`src/rtl/irq_regs_pkg.sv`:
```
// Shared constants and types for the masked interrupt register group.
// Assumes a 32-bit register bus with byte addressing and word-aligned offsets.
package irq_regs_pkg;
    localparam int unsigned BUS_W = 32;
    localparam int unsigned BE_W  = BUS_W / 8;

    localparam logic [3:0] OFS_STATUS  = 4'h0;
    localparam logic [3:0] OFS_MASK    = 4'h4;
    localparam logic [3:0] OFS_UNMASK  = 4'h8;
    localparam logic [3:0] OFS_MASKSET = 4'hC;

    typedef enum logic [1:0] {
        SEL_STATUS  = 2'd0,
        SEL_MASK    = 2'd1,
        SEL_UNMASK  = 2'd2,
        SEL_MASKSET = 2'd3
    } reg_sel_e;

    typedef struct packed {
        logic     hit;
        reg_sel_e which;
        logic     wr_ok;
        logic     rd_ok;
        logic     bad_size;
    } bus_dec_t;
endpackage

```
`src/rtl/irq_bus_decode.sv`:
```
// Decodes one register-bus access into a target register and legal/illegal flags.
// Assumes at most one access per cycle; purely combinational.
module irq_bus_decode
    import irq_regs_pkg::*;
#(
    parameter int unsigned ADDR_W = 4
) (
    input  logic              bus_sel,
    input  logic              bus_wr,
    input  logic [BE_W-1:0]   bus_be,
    input  logic [ADDR_W-1:0] bus_addr,
    output bus_dec_t          dec
);
    localparam logic [BE_W-1:0] FULL_WORD = {BE_W{1'b1}};

    logic full;

    // Size check and address match for the four mapped offsets.
    always_comb begin
        full          = (bus_be == FULL_WORD);
        dec           = '0;
        dec.wr_ok     = bus_sel && bus_wr && full;
        dec.rd_ok     = bus_sel && !bus_wr && full;
        dec.bad_size  = bus_sel && !full;
        dec.hit       = 1'b1;
        dec.which     = SEL_STATUS;
        if (bus_addr == ADDR_W'(OFS_STATUS))       dec.which = SEL_STATUS;
        else if (bus_addr == ADDR_W'(OFS_MASK))    dec.which = SEL_MASK;
        else if (bus_addr == ADDR_W'(OFS_UNMASK))  dec.which = SEL_UNMASK;
        else if (bus_addr == ADDR_W'(OFS_MASKSET)) dec.which = SEL_MASKSET;
        else                                       dec.hit   = 1'b0;
    end
endmodule

```
`src/rtl/irq_status_bank.sv`:
```
// Holds the pending-status and mask bits, one slice per event source.
// Assumes write strobes are mutually exclusive; events take priority over clears.
module irq_status_bank #(
    parameter int unsigned N_SRC = 1
) (
    input  logic             clk,
    input  logic             rst_n,
    input  logic [N_SRC-1:0] evt,
    input  logic             clr_we,
    input  logic             unmask_we,
    input  logic             maskset_we,
    input  logic [N_SRC-1:0] wbits,
    output logic [N_SRC-1:0] stat_q,
    output logic [N_SRC-1:0] mask_q,
    output logic [N_SRC-1:0] stat_d,
    output logic [N_SRC-1:0] mask_d
);
    for (genvar i = 0; i < N_SRC; i++) begin : g_slice
        // Next status: write-one-to-clear, then event set wins.
        always_comb begin
            stat_d[i] = stat_q[i];
            if (clr_we && wbits[i]) stat_d[i] = 1'b0;
            if (evt[i])             stat_d[i] = 1'b1;
        end

        // Next mask: only the alias strobes may move it.
        always_comb begin
            mask_d[i] = mask_q[i];
            if (unmask_we && wbits[i])  mask_d[i] = 1'b0;
            if (maskset_we && wbits[i]) mask_d[i] = 1'b1;
        end

        // Storage with synchronous reset: clear status, mask set.
        always_ff @(posedge clk) begin
            if (!rst_n) begin
                stat_q[i] <= 1'b0;
                mask_q[i] <= 1'b1;
            end else begin
                stat_q[i] <= stat_d[i];
                mask_q[i] <= mask_d[i];
            end
        end
    end
endmodule

```
`src/rtl/irq_out_stage.sv`:
```
// Registers read data, the size-error pulse and the interrupt line.
// Assumes stat_d/mask_d are the values the bank stores on this edge.
module irq_out_stage
    import irq_regs_pkg::*;
#(
    parameter int unsigned N_SRC = 1
) (
    input  logic             clk,
    input  logic             rst_n,
    input  bus_dec_t         dec,
    input  logic [N_SRC-1:0] stat_q,
    input  logic [N_SRC-1:0] mask_q,
    input  logic [N_SRC-1:0] stat_d,
    input  logic [N_SRC-1:0] mask_d,
    output logic [BUS_W-1:0] rdata_q,
    output logic             err_q,
    output logic             irq_q
);
    logic [BUS_W-1:0] rd_mux;

    // Read multiplexer; aliases and unmapped offsets return zero.
    always_comb begin
        rd_mux = '0;
        if (dec.rd_ok && dec.hit) begin
            case (dec.which)
                SEL_STATUS: rd_mux = BUS_W'(stat_q);
                SEL_MASK:   rd_mux = BUS_W'(mask_q);
                default:    rd_mux = '0;
            endcase
        end
    end

    // Output flops: read data, error pulse, interrupt from next state.
    always_ff @(posedge clk) begin
        if (!rst_n) begin
            rdata_q <= '0;
            err_q   <= 1'b0;
            irq_q   <= 1'b0;
        end else begin
            rdata_q <= rd_mux;
            err_q   <= dec.bad_size;
            irq_q   <= |(stat_d & ~mask_d);
        end
    end
endmodule

```
`src/rtl/irq_stat_regs.sv`:
```
// Top of the masked interrupt register group: decode, status/mask bank, outputs.
// Assumes word-sized little-endian accesses; narrower ones are flagged and dropped.
module irq_stat_regs
    import irq_regs_pkg::*;
#(
    parameter int unsigned N_SRC  = 1,
    parameter int unsigned ADDR_W = 4
) (
    input  logic              clk,
    input  logic              rst_n,
    input  logic              bus_sel,
    input  logic              bus_wr,
    input  logic [3:0]        bus_be,
    input  logic [ADDR_W-1:0] bus_addr,
    input  logic [31:0]       bus_wdata,
    output logic [31:0]       bus_rdata,
    output logic              bus_err,
    input  logic [N_SRC-1:0]  evt,
    output logic              irq
);
    bus_dec_t         dec;
    logic [N_SRC-1:0] stat_q, mask_q, stat_d, mask_d;
    logic             wr_hit;

    irq_bus_decode #(.ADDR_W(ADDR_W)) dec_i (
        .bus_sel  (bus_sel),
        .bus_wr   (bus_wr),
        .bus_be   (bus_be),
        .bus_addr (bus_addr),
        .dec      (dec)
    );

    // Legal write that lands on a mapped offset.
    always_comb wr_hit = dec.wr_ok && dec.hit;

    irq_status_bank #(.N_SRC(N_SRC)) bank_i (
        .clk        (clk),
        .rst_n      (rst_n),
        .evt        (evt),
        .clr_we     (wr_hit && dec.which == SEL_STATUS),
        .unmask_we  (wr_hit && dec.which == SEL_UNMASK),
        .maskset_we (wr_hit && dec.which == SEL_MASKSET),
        .wbits      (bus_wdata[N_SRC-1:0]),
        .stat_q     (stat_q),
        .mask_q     (mask_q),
        .stat_d     (stat_d),
        .mask_d     (mask_d)
    );

    irq_out_stage #(.N_SRC(N_SRC)) out_i (
        .clk     (clk),
        .rst_n   (rst_n),
        .dec     (dec),
        .stat_q  (stat_q),
        .mask_q  (mask_q),
        .stat_d  (stat_d),
        .mask_d  (mask_d),
        .rdata_q (bus_rdata),
        .err_q   (bus_err),
        .irq_q   (irq)
    );
endmodule

```
`config.mk`:
```
export PLATFORM = sky130hd
export DESIGN_NAME = irq_stat_regs
export DESIGN_NICKNAME = d
export VERILOG_FILES = /design/src/rtl/irq_regs_pkg.sv /design/src/rtl/irq_bus_decode.sv /design/src/rtl/irq_status_bank.sv /design/src/rtl/irq_out_stage.sv /design/src/rtl/irq_stat_regs.sv
export SDC_FILE = /design/constraint.sdc
export NUM_CORES = 1
export LEC_CHECK = 0
export ABC_CLOCK_PERIOD_IN_PS = 2860
export CORE_MARGIN = 2
export CORE_UTILIZATION = 24
export CTS_CLUSTER_SIZE = 8
export DETAILED_ROUTE_END_ITERATION = 8
export HOLD_SLACK_MARGIN = 0.06
export PLACE_DENSITY_LB_ADDON = 0.25
export SYNTH_ARGS = -nofsm -noshare
export SYNTH_HDL_FRONTEND = slang
export SYNTH_HIERARCHICAL = 1
export SYNTH_SLANG_ARGS = --single-unit
```
`constraint.sdc`:
```
create_clock -name clk -period 2.86 [get_ports clk]
set_clock_uncertainty 0.05 [all_clocks]
set_input_delay 0.572 -clock clk [delete_from_list [all_inputs] [get_ports clk]]
set_output_delay 0.572 -clock clk [all_outputs]
set_load 0.005 [all_outputs]
```
==> flow_summary.yaml, run 1 <==
status:
  status: "completed"
critical_path:
  required_ps: 2940
  cp_slowest_cell: "clkdlybuf4s50_1"
  crit_family: "simple AND/OR/NAND/NOR gates"
  path_cells: "clkdlybuf4s50_1, nor2_1, and2_1, and4b_2, a21bo_2, nand2_1, and3b_1"
  critPathArrivalTime_ps: 2100
  criticalPathCategory: "in2reg"
  critPathMaxStageDelay_ps: 390
  crit_path_end_kind: "flop"
  path_buf_inv: 1
  path_max_fanout: 6
  worstSetupStartpointType: "input port"
clock_network:
  clk_pin_slew_ps: 40
  clock_latency_ps: 240
  postCtsSetupRepairBufs: 0
  cts_resized: 0
  clk_path_buf_depth: 2
  cts_tree: "yes"
  numCtsBuffers: 3
  cts_hold_buf: 0
  cts_sinks: 5
  htree_levels: 1
  cts_root_buf: "clkbuf_4"
layout:
  seqCellArea_um2: 100
  final_cell_mix: "conb_1, clkdlybuf4s50_1, dfxtp_1"
  final_area_um2: 612
  multi_input_area_um2: 292
  layout.nets: 126
  nFillCells: 207
  final_common_cell: "conb_1"
  drive_above_1_share_pct: 11.3
  stdcell_count: 107
  utilization_pct: 30.9
  area_growth_pct: 19.6
  antenna_cells: 0
floorplan:
  die_y_um: 50.2
  ios: 79
  initial_core_util_pct: 25.8
  fp.dieW_um: 50.2
  num_rows: 16
  die_area_um2: 2520
  core_um2: 1980
placed_design:
  postPlaceCellArea_um2: 586
  io_buffers: 16
  dp.final_hpwl_um: 677
  dp.cells: 103
  dpl_worst_slack_ps: 567
  routabilityCongestion: 0.688
route:
  firstDrtPassIters: 3
  routedWlPerCell_um: 7.42
  vias_per_cell: 3.33
  top_layer_used: "met3"
  wl_met1_um: 278
  drt_iter0_markers: 3
  via_count: 356
  post-route-drc-count: 0
  wl_met2_um: 379
  wl_um: 794
  met3_length_um: 136
  final_antenna_net_count: 0
global_route:
  grt_pass1_vias: 244
  grt_overflow: 0
  grt_pass1_wl_um: 1190
  grt_max_degree: 7
  antenna_found_initial: 0
  grt_usage_pct: 6.58
sta:
  post-route-period-util_pct: 70.7
  rsz0062_at_grt: "false"
  setup-violations-final: 0
  whs_ps: 438
  fmax_mhz: 495
  period_needed_ps: 2020
  slew_violations: 0
  finalWorstSetupSlack_ps: 839
  finalSetupTns_ps: 0
  finalHoldViolCount: 0
worst_hold_path:
  hold_path.class: "reg2reg"
power_and_ir_drop:
  power_leakage_nw: 0.286
  ir_worst_vdd_v: 0.000164
  totalPowerFinal_mw: 0.194
  p_per_area_nw_per_um2: 316
synthesis:
  synthesis.yosys.warnings: 6
  synth_cells: 61
  avgSynthCellArea_um2: 8.39
  ys_ff_latch: 5
  synth_area_um2: 512
  ys_seq_area_share_pct: 19.6
  synth_cell_type_count: 19
flow_run:
  drv_cap: 0
cell type report:
class	count	area share [%]
Sequential cell	5	16.4
Timing Repair Buffer	16	26.2
Tap cell	27	5.52
Multi-Input combinational cell	55	47.6
Clock buffer	4	4.29
cell usage after synthesis:
cell	n	share of area, %
a21bo_2	1	2.0
a21o_1	1	1.5
and2_1	4	4.9
and3b_1	1	1.7
and4_2	1	2.0
and4b_2	1	2.2
and4bb_2	1	2.4
buf_4	31	45
conb_1	1	0.73
dfxtp_1	5	20
mux2i_1	1	2.0
nand2_1	4	2.9
nand3_1	1	0.98
nand4_2	1	2.4
nand4b_1	1	1.7
nor2_1	3	2.2
nor3b_2	1	2.4
o21ai_1	1	0.98
o21ba_1	1	2.0
final timing paths:
check / start / end / slack (ps) / cells past startpoint
setup / recovery: bus_addr[1] / out_i/irq_q / 840 / 7
hold / removal: bank_i/mask_q / out_i/rdata_q[0] / 440 / 2
setup reg to reg: bank_i/mask_q / out_i/irq_q / 1960 / 3
hold reg to reg: bank_i/mask_q / out_i/rdata_q[0] / 440 / 2
layer usage:
metal  vias to the layer above  track usage, %
met3                         0            5.36
met4                         0            2.78
met1                       152            6.61
li1                        175               -
met2                        29            9.87
met5                         -               0
kinds of logic (layout without fill, tap and decap cells):
logic type | after synthesis | after routing | share of synthesized area (%)
other | 1 | 31 | 0.733
DFF | 5 | 5 | 19.6
buffers and inverters | 31 | 20 | 45.5
muxes | 1 | 1 | 1.96
AOI/OAI and AO/OA | 4 | 4 | 6.36
and+or+nand+nor | 19 | 19 | 25.9
flip-flops by register name (all words and copies together), names as in the netlist:
signal / flops
out_i/err_q: 1
out_i/rdata_q: 1
out_i/irq_q: 1
bank_i/stat_q: 1
bank_i/mask_q: 1
worst register-to-register path, cell delays in order (launching register included):
cell     delay [ps]
dfxtp_1         310
a21bo_2         220
nand2_1          50
and3b_1         160
power by group:
| part | internal (mW) | switching (mW) | leakage (nW) |
|---|---|---|---|
| combinational | 0.0220 | 0.0183 | 0.230 |
| clock | 0.0527 | 0.0279 | 0.0150 |
| sequential | 0.0718 | 0.000848 | 0.0409 |
| total | 0.147 | 0.0470 | 0.286 |
Power figures use the tool's default switching activity.
==> run 2: changes to the inputs <==
Settings changed: ABC_CLOCK_PERIOD_IN_PS 2860 to 1800, CORE_UTILIZATION 24 to 20.
Clock period 2.86 ns to 1.8 ns, I/O delays scaled along.
==> flow_summary.yaml, run 2 (synthesis results as in run 1) <==
status:
  status: "completed"
clock_network:
  clock_latency_ps: 230
  numCtsBuffers: 3
  clk_pin_slew_ps: 40
  cts_root_buf: "clkbuf_4"
  cts_hold_buf: 0
  cts_tree: "yes"
  htree_levels: 1
  clk_path_buf_depth: 2
  cts_sinks: 5
  postCtsSetupRepairBufs: 0
  cts_resized: 0
sta:
  setup-violations-final: 0
  finalHoldViolCount: 0
  period_needed_ps: 1700
  finalWorstSetupSlack_ps: 95.3
  fmax_mhz: 587
  post-route-period-util_pct: 94.7
  rsz0062_at_grt: "false"
  slew_violations: 0
  finalSetupTns_ps: 0
global_route:
  grt_overflow: 0
  antenna_found_initial: 0
  grt_pass1_vias: 302
  grt_usage_pct: 5.99
  grt_max_degree: 6
  grt_pass1_wl_um: 1170
layout:
  layout.nets: 132
  antenna_cells: 0
  final_cell_mix: "conb_1, clkdlybuf4s50_1, buf_4"
  drive_above_1_share_pct: 18.6
  multi_input_area_um2: 294
  final_common_cell: "conb_1"
  utilization_pct: 27.0
  area_growth_pct: 29.6
  seqCellArea_um2: 100
  nFillCells: 280
power_and_ir_drop:
  p_per_area_nw_per_um2: 473
  ir_worst_vdd_v: 0.000343
  power_leakage_nw: 0.314
placed_design:
  io_buffers: 16
  dpl_worst_slack_ps: -196
  routabilityCongestion: 0.645
  dp.final_hpwl_um: 808
floorplan:
  core_um2: 2450
  die_area_um2: 2980
  fp.dieW_um: 54.6
  initial_core_util_pct: 20.8
  ios: 79
  num_rows: 18
  die_y_um: 54.6
critical_path:
  worstSetupStartpointType: "input port"
  r2r_cells: 3
  path_max_fanout: 3
  criticalPathCategory: "in2reg"
  critPathArrivalTime_ps: 1790
  required_ps: 1880
  crit_path_end_kind: "flop"
route:
  via_count: 389
  final_antenna_net_count: 0
  post-route-drc-count: 0
  vias_per_cell: 3.35
  wl_um: 943
  drt_iter0_markers: 1
  routedWlPerCell_um: 8.13
  firstDrtPassIters: 2
worst_hold_path:
  min_path_cells: 2
  hold_path.class: "reg2reg"
flow_run:
  drv_cap: 0
run 2: cell type report:
cell class                 instances  area share [%]
clock buffer                       4            3.96
multi-input combinational         55            44.3
sequential                         5            15.1
tap                               30            5.66
timing repair buffer              22            30.9
run 2: power breakdown:
group          total [mW]  switching (mW)  leakage, nW  internal, mW
Clock               0.126          0.0423       0.0150        0.0836
Sequential          0.116         0.00134       0.0409         0.114
Combinational      0.0723          0.0313        0.258        0.0410
Total               0.314          0.0750        0.314         0.239
run 2: metrics by stage:
stage | power [mW] | area, um^2 | hold slack (ps) | cells
after floorplan | 0.193 | 624 | 382 | 91
after global placement | 0.188 | 634 | 436 | 112
after detailed placement | 0.188 | 634 | 427 | 112
after CTS | 0.319 | 661 | 430 | 116
after global routing | 0.334 | 663 | 465 | 116
final | 0.314 | 663 | 425 | 116
run 2: critical path, cell delays in order:
cell and delay (ps):
clkdlybuf4s50_1 480, nand4_2 110, nor2_1 170, and4bb_2 240
nand2_1 80, a21o_1 170, and3b_1 170
run 2: final timing paths:
path            startpoint  slack (ps)                to
max reg2reg  bank_i/mask_q         880       out_i/irq_q
min reg2reg  bank_i/mask_q         430  out_i/rdata_q[0]
max              bus_be[3]         100       out_i/irq_q
min          bank_i/mask_q         430  out_i/rdata_q[0]
run 2: layer usage:
layer	global-route usage, %	wire length [um]	vias to the layer above
met1	4.73	305	164
met5	0	0	-
li1	-	-	190
met2	10.5	429	33
met4	3.75	14	0
met3	4.10	193	2
==> run 3: changes to the inputs <==
Settings changed: ABC_CLOCK_PERIOD_IN_PS 1800 to 1500.
Clock period 1.8 ns to 1.5 ns, I/O delays scaled along.
==> flow_summary.yaml, run 3 (synthesis results as in run 1) <==
clock_network:
  clk_pin_slew_ps: 40
  cts_sinks: 5
  htree_levels: 1
  clk_path_buf_depth: 2
  cts_tree: "yes"
  cts_root_buf: "clkbuf_4"
  numCtsBuffers: 3
  clock_latency_ps: 240
route:
  vias_per_cell: 3.33
  firstDrtPassIters: 2
  wl_um: 895
  routedWlPerCell_um: 7.72
  post-route-drc-count: 0
  drt_iter0_markers: 3
  via_count: 386
  final_antenna_net_count: 0
placed_design:
  routabilityCongestion: 0.728
  dp.cells: 111
  dpl_worst_slack_ps: -406
  dp.final_hpwl_um: 725
  io_buffers: 16
critical_path:
  critPathMaxStageDelay_ps: 400
  cp_slowest_cell: "clkdlybuf4s50_1"
  r2r_start: "bank_i/mask_q"
  critPathArrivalTime_ps: 1540
  crit_family: "simple AND/OR/NAND/NOR gates"
  r2r_end: "out_i/irq_q"
  path_cells: "clkdlybuf4s50_1, and2_4, and4bb_2, nand2_2, a21o_1, and3b_1"
  path_buf_inv: 1
  path_depth: 6
  worstSetupStartpointType: "input port"
  r2r_cells: 3
  path_max_fanout: 3
  r2r_slack_ps: 600
  crit_path_end_kind: "flop"
  criticalPathCategory: "in2reg"
  required_ps: 1580
power_and_ir_drop:
  ir_worst_vdd_v: 0.000461
  p_per_area_nw_per_um2: 560
  power_leakage_nw: 0.330
floorplan:
  die_y_um: 54.6
  die_area_um2: 2980
  ios: 79
  num_rows: 18
  core_um2: 2450
  initial_core_util_pct: 20.8
  fp.dieW_um: 54.6
status:
  status: "completed"
global_route:
  antenna_found_initial: 0
  grt_pass1_vias: 282
  grt_pass1_wl_um: 1110
  grt_usage_pct: 5.47
  grt_overflow: 0
  grt_max_degree: 6
layout:
  nFillCells: 276
  layout.nets: 132
  stdcell_count: 116
  seqCellArea_um2: 100
  final_common_cell: "conb_1"
  drive_above_1_share_pct: 23.3
  area_growth_pct: 29.6
  antenna_cells: 0
  multi_input_area_um2: 304
  final_cell_mix: "conb_1, dlygate4sd2_1, clkdlybuf4s50_1"
sta:
  period_needed_ps: 1460
  finalWorstSetupSlack_ps: 41.7
  setup-violations-final: 0
  fmax_mhz: 686
  slew_violations: 0
  post-route-period-util_pct: 97.2
  rsz0062_at_grt: "false"
  finalHoldViolCount: 0
worst_hold_path:
  hold_path.class: "reg2reg"
  hp-start: "bank_i/mask_q"
  min_path_cells: 2
  min_to: "out_i/rdata_q[0]"
flow_run:
  drv_cap: 0
-- run 3: cell count changes in the layout (fill, tap and decap cells not counted), sizes merged --
cell and change:
clkdlybuf4s50 -8, dlygate4sd2 +8
-- run 3: what timing repair did --
action	in CTS	in global routing
gates resized for setup	13	0
pin swaps	8	1
endpoints found under the setup margin	2	1
hold buffers	0	0
setup buffers	1	0
-- run 3: layout make-up --
| cell class | instances | area share (%) |
|---|---|---|
| multi-input cells | 55 | 45.8 |
| repair buffers | 22 | 29.4 |
| well taps | 30 | 5.66 |
| clock buffers | 4 | 3.96 |
| flip-flops and latches | 5 | 15.1 |
-- run 3: worst max path at each step --
stage | start | to | slack [ps]
floorplan | bus_addr[1] | out_i/irq_q | 50
global placement | bus_be[2] | out_i/irq_q | -380
detailed placement | bus_be[2] | out_i/irq_q | -410
CTS | bus_addr[2] | out_i/irq_q | 50
global route | bus_addr[2] | out_i/irq_q | 7
finish | bus_addr[2] | out_i/irq_q | 40
-- run 3: worst reg2reg max path, stage by stage, from the launching register on --
cell and delay (ps):
dfxtp_1 310, a21bo_2 230, nand2_1 50, and3b_1 160
-- run 3: through the flow --
step	power, mW	hold slack, ps	util [%]	setup TNS, ps	area (um^2)
after global placement	0.223	440	25.5	-935	627
after global routing	0.402	450	27.0	0	663
final	0.371	436	27.0	0	663
after CTS	0.378	445	27.0	0	663
after detailed placement	0.224	439	25.5	-1040	627
after floorplan	0.231	322	-	0	624
-- run 3: power by group --
group	total, mW	switching, mW	leakage (nW)	internal [mW]
Clock	0.152	0.0520	0.0150	0.100
Combinational	0.0803	0.0383	0.274	0.0421
Sequential	0.139	0.00183	0.0409	0.137
Total	0.371	0.0921	0.330	0.279
-- run 3: metal layers --
metal / wire (um) / GRT usage, %
met5: 0 / 0
met4: 8 / 1.25
met3: 204 / 4.64
met2: 389 / 9.52
met1: 293 / 4.72
